[config.mk]
export PLATFORM = sky130hd
export DESIGN_NAME = kick_wp_gate
export DESIGN_NICKNAME = d
export VERILOG_FILES = /design/src/rtl/kick_wp_gate.sv
export SDC_FILE = /design/constraint.sdc
export NUM_CORES = 1
export LEC_CHECK = 0
export ABC_AREA = 1
export BUFFER_PORTS_ARGS = -buffer_cell sky130_fd_sc_hd__buf_2
export CAP_MARGIN = 40
export CORE_MARGIN = 1
export CORE_UTILIZATION = 40
export CTS_CLUSTER_DIAMETER = 40
export DETAILED_ROUTE_END_ITERATION = 10
export PLACE_DENSITY = 0.84
export SYNTH_ARGS = -nofsm -noshare
export SYNTH_HDL_FRONTEND = slang
export SYNTH_SLANG_ARGS = --single-unit
[constraint.sdc]
create_clock -name clk -period 2.12 [get_ports clk]
set_input_delay 0.212 -clock clk [delete_from_list [all_inputs] [get_ports clk]]
set_output_delay 0.212 -clock clk [all_outputs]
set_load 0.005 [all_outputs]
[src/rtl/kick_wp_gate.sv]
module kick_wp_gate #(
  parameter int          ADDR_W    = 8,
  parameter int          DATA_W    = 32,
  parameter logic [7:0]  KICK0_OFS = 8'h6C,
  parameter logic [7:0]  KICK1_OFS = 8'h70,
  parameter logic [7:0]  DEMO_OFS  = 8'h00,
  parameter logic [31:0] KEY0      = 32'h83E7_0B13,
  parameter logic [31:0] KEY1      = 32'h95A4_F1E0
) (
  input  logic              clk,
  input  logic              rst_n,
  input  logic              wr_en,
  input  logic              rd_en,
  input  logic [ADDR_W-1:0] addr,
  input  logic [DATA_W-1:0] wdata,
  output logic              fwd_wr_en,
  output logic              fwd_rd_en,
  output logic [ADDR_W-1:0] fwd_addr,
  output logic [DATA_W-1:0] fwd_wdata,
  output logic              locked,
  output logic              key_pending,
  output logic [DATA_W-1:0] demo_q
);

  localparam logic [ADDR_W-1:0] A_K0   = ADDR_W'(KICK0_OFS);
  localparam logic [ADDR_W-1:0] A_K1   = ADDR_W'(KICK1_OFS);
  localparam logic [ADDR_W-1:0] A_DEMO = ADDR_W'(DEMO_OFS);
  localparam logic [DATA_W-1:0] K0     = DATA_W'(KEY0);
  localparam logic [DATA_W-1:0] K1     = DATA_W'(KEY1);

  logic hit_k0, hit_k1, good_k0, good_k1;

  assign hit_k0  = wr_en && (addr == A_K0);
  assign hit_k1  = wr_en && (addr == A_K1);
  assign good_k0 = hit_k0 && (wdata == K0);
  assign good_k1 = hit_k1 && (wdata == K1) && key_pending;

  assign fwd_wr_en = wr_en && !hit_k0 && !hit_k1 && !locked;
  assign fwd_rd_en = rd_en;
  assign fwd_addr  = addr;
  assign fwd_wdata = wdata;

  always_ff @(posedge clk) begin
    if (!rst_n) begin
      locked      <= 1'b1;
      key_pending <= 1'b0;
    end else if (wr_en) begin
      key_pending <= good_k0;
      if (good_k1)
        locked <= 1'b0;
      else if (hit_k0 || hit_k1)
        locked <= 1'b1;
    end
  end

  always_ff @(posedge clk) begin
    if (!rst_n)
      demo_q <= '0;
    else if (fwd_wr_en && addr == A_DEMO)
      demo_q <= wdata;
  end

  assert_locked_hold_R3: assert property (@(posedge clk) disable iff (!rst_n)
    locked |=> $stable(demo_q));

  assert_unlock_seq_R2: assert property (@(posedge clk) disable iff (!rst_n)
    $fell(locked) |-> $past(wr_en && addr == A_K1 && wdata == K1 && key_pending));

  assert_pending_src_R4: assert property (@(posedge clk) disable iff (!rst_n)
    $rose(key_pending) |-> $past(wr_en && addr == A_K0 && wdata == K0));

  assert_k0_relock_R5: assert property (@(posedge clk) disable iff (!rst_n)
    (wr_en && addr == A_K0) |=> locked);

  assert_bad_k1_R6: assert property (@(posedge clk) disable iff (!rst_n)
    (wr_en && addr == A_K1 && wdata != K1) |=> (locked && !key_pending));

  assert_kick_hidden_R7: assert property (@(posedge clk) disable iff (!rst_n)
    (wr_en && (addr == A_K0 || addr == A_K1)) |-> !fwd_wr_en);

  assert_pend_locked_R4: assert property (@(posedge clk) disable iff (!rst_n)
    key_pending |-> locked);

  assert_read_open_R9: assert property (@(posedge clk) disable iff (!rst_n)
    (rd_en && locked) |-> fwd_rd_en);

endmodule

==> results.md <==
* Worst Path Max Fanout at 22
* Worst setup path class: flop to flop
* Most frequent cells in the layout: buf_2 (117), nor2_1 (86), nand2_1 (62)
* Syn_nets at 387
* Crit end category: flop
* Htree depth at 2
* Largest net degree at the start of global routing at 35
* Number of port buffers at 117
* Routed wire length at 5279 um
* DR DRC count at 0
* Post-route minimum period at 1.505 ns
* Vert. Die Dim at 75.48 um
* Ports at 120
* Tcrit/Tclk final at 0.7099
* DRT met1 WL at 2293 um
* Routed wl met2 at 2591 um
* Syn_area_per_cell at 6.296 sq um
* Startpoint Class: flop
* DR iter-0 viols at 129
* Post-DP HPWL at 4027 um
* # nets final at 458
* Initial Util at 0.4202
* Clock share of power at 0.361
* Clk_skew at 0.004476 ns
* Sw Pwr at 0.3064 mW
* Antenna Nets Post-Route at 0
* Vias in the first global route at 1,943
* Layout cells sized above 1 at 0.3245
* Pwr Density at 494.0 nW/um^2
* Setup Buffers After CTS at 0
* Buf/Inv on CP at 2
* Synth Cell Area at 2160 sq um
* CTS tree: built
* Distinct cells, synth at 17
* Highest routed layer: met4
* CP arrival at 1.68 ns
* Core Footprint at 5140 sq um
* Pre-CTS setup slack at 0.5579 ns
* RD Place Congestion at 0.8108
* First-pass GRT wire length at 8190 um
* CP cell instances: nor2_1 -> inv_1 -> nor2_2 -> buf_12 -> nand4_1 -> nand2_1 -> nor2_1
* Row count at 26
* Initial DRT Pass Iterations at 4
* Status: completed
* Global Route Usage Sum at 0.1903
* Max stage delay on crit path at 0.41 ns
* Peak VDD IR at 273.4 uV
* Total gr overflow at 0
* Setup violations, final at 0
* Max_cap viols at 0
* Die width at 75.48 um
* Final Max Tran Viols at 0
* Synthesized instance count at 343
* Via count at 2,186
* Metal3 WL at 330 um
* Final WS setup at 0.6149 ns
* Avg WL per Cell at 10.93 um
* Max_slew headroom at 0.6186
* Filler instances at 550
* LEAKAGE at 1.424 nW
* Die ar. at 5696 sq um
* Post-CTS Hold Fix Bufs at 0
* # resized after CTS at 0
* CTS Buffer Depth at 2
* Clock latency on the worst-skew pair at 0.28 ns
* CTS clk-pin slew, worst paths at 0.06 ns
* Max Freq at 664.4 MHz
* YS warnings at 0
* #FFs+latches synth at 34
* Reg power frac at 0.503
* Sum Neg Setup Slack at 0 ns
* CP required at 2.30 ns
* Cell mode on critical path: nor2_1
* Via/cell ratio at 4.526
* Actual slew at the worst max-slew pin at 0.5722 ns
* CP top delay family: simple AND/OR/NAND/NOR gates
* Root Buffer: clkbuf_8
* Initial antenna violation count at 0
* Hold crit path type: input pin to flop
* Comb pwr share at 0.137
* Total CTS buffers at 5
* Slowest CP cell: nor2_2
* Most common cell after layout, fill and taps aside: buf_2
* Internal at 0.9645 mW
* Sw Ratio at 0.2411
* Sequential share of the synthesized area at 0.3152
* Area grow syn2layout at 19.12%
* Unrepaired setup endpoints after global routing: no
* ANT cells at 0
* Final hold viol count at 0
* Clock Sink Count at 34
## synthesized netlist by cell type
cell / number / area share
nand2_2: 1 / 0.0029
buf_2: 6 / 0.014
buf_6: 3 / 0.016
clkbuf_1: 4 / 0.0070
inv_2: 2 / 0.0035
inv_1: 46 / 0.080
nor2_1: 86 / 0.15
nand4_1: 37 / 0.11
buf_1: 3 / 0.0052
nor2_4: 2 / 0.010
nand2_1: 62 / 0.11
nor2_2: 2 / 0.0058
nand3_1: 7 / 0.016
a21boi_0: 1 / 0.0035
buf_4: 41 / 0.14
nor3_1: 6 / 0.014
dfxtp_1: 34 / 0.32
## power by group through the flow
| stage | Sequential (mW) | Clock [mW] | Combinational (mW) |
|---|---|---|---|
| 2_1_floorplan | 0.653 | 0 | 0.123 |
| 3_3_place_gp | 0.653 | 0 | 0.173 |
| 3_5_place_dp | 0.653 | 0 | 0.175 |
| 4_1_cts | 0.639 | 0.472 | 0.176 |
| 5_1_grt | 0.638 | 0.499 | 0.199 |
| 6_report | 0.639 | 0.458 | 0.174 |
## final cells by class
| type | count | area [sq um] | share of cell area |
|---|---|---|---|
| clock buffers | 6 | 82.58 | 0.03210 |
| well taps | 70 | 87.58 | 0.03405 |
| repair buffers | 121 | 640.6 | 0.2490 |
| flip-flops and latches | 34 | 680.7 | 0.2646 |
| inverters | 48 | 180.2 | 0.07004 |
| multi-input cells | 204 | 900.9 | 0.3502 |
## flip-flops by register name, summed over array words and instances, names as in the netlist
name	cells
demo_q	32
locked	1
key_pending	1
## through the flow
step	cells	power, mW	area [sq um]	utilization	hold slack, ns
after global placement	477	0.8258	2490	0.4844	0.4241
after floorplan	343	0.7765	2160	-	0.3797
final	483	1.271	2572	0.5005	0.2695
after detailed placement	477	0.8283	2490	0.4844	0.4241
after global routing	483	1.336	2572	0.5005	0.2930
after CTS	483	1.286	2572	0.5005	0.2679
## final timing paths
path,start,cells after the start,slack (ns),to
worst min-delay path,wr_en,4,0.27,key_pending
worst max-delay path,locked,7,0.61,demo_q[13]
worst max register to register,locked,7,0.61,demo_q[13]
worst min register to register,demo_q[2],2,0.47,demo_q[2]
## metal layers
| metal | vias to the layer above | global-route usage |
|---|---|---|
| met4 | 0 | 0.07407 |
| met2 | 68 | 0.3333 |
| li1 | 1159 | - |
| met3 | 5 | 0.04365 |
| met1 | 954 | 0.2258 |
| met5 | - | 0 |
## tightest hold or removal path: stages
cell and delay (ns):
buf_2 0.13, inv_2 0.04, nand2_1 0.05, a21boi_0 0.07
## logic make-up (layout without fill, tap and decap cells)
group / Yosys count / after routing / synth area share
buffers and inverters: 105 / 175 / 0.2677
AOI/OAI and AO/OA: 1 / 1 / 0.003478
DFF: 34 / 34 / 0.3152
and+or+nand+nor: 203 / 203 / 0.4137
No activity file was read; power rests on OpenSTA's default activity.
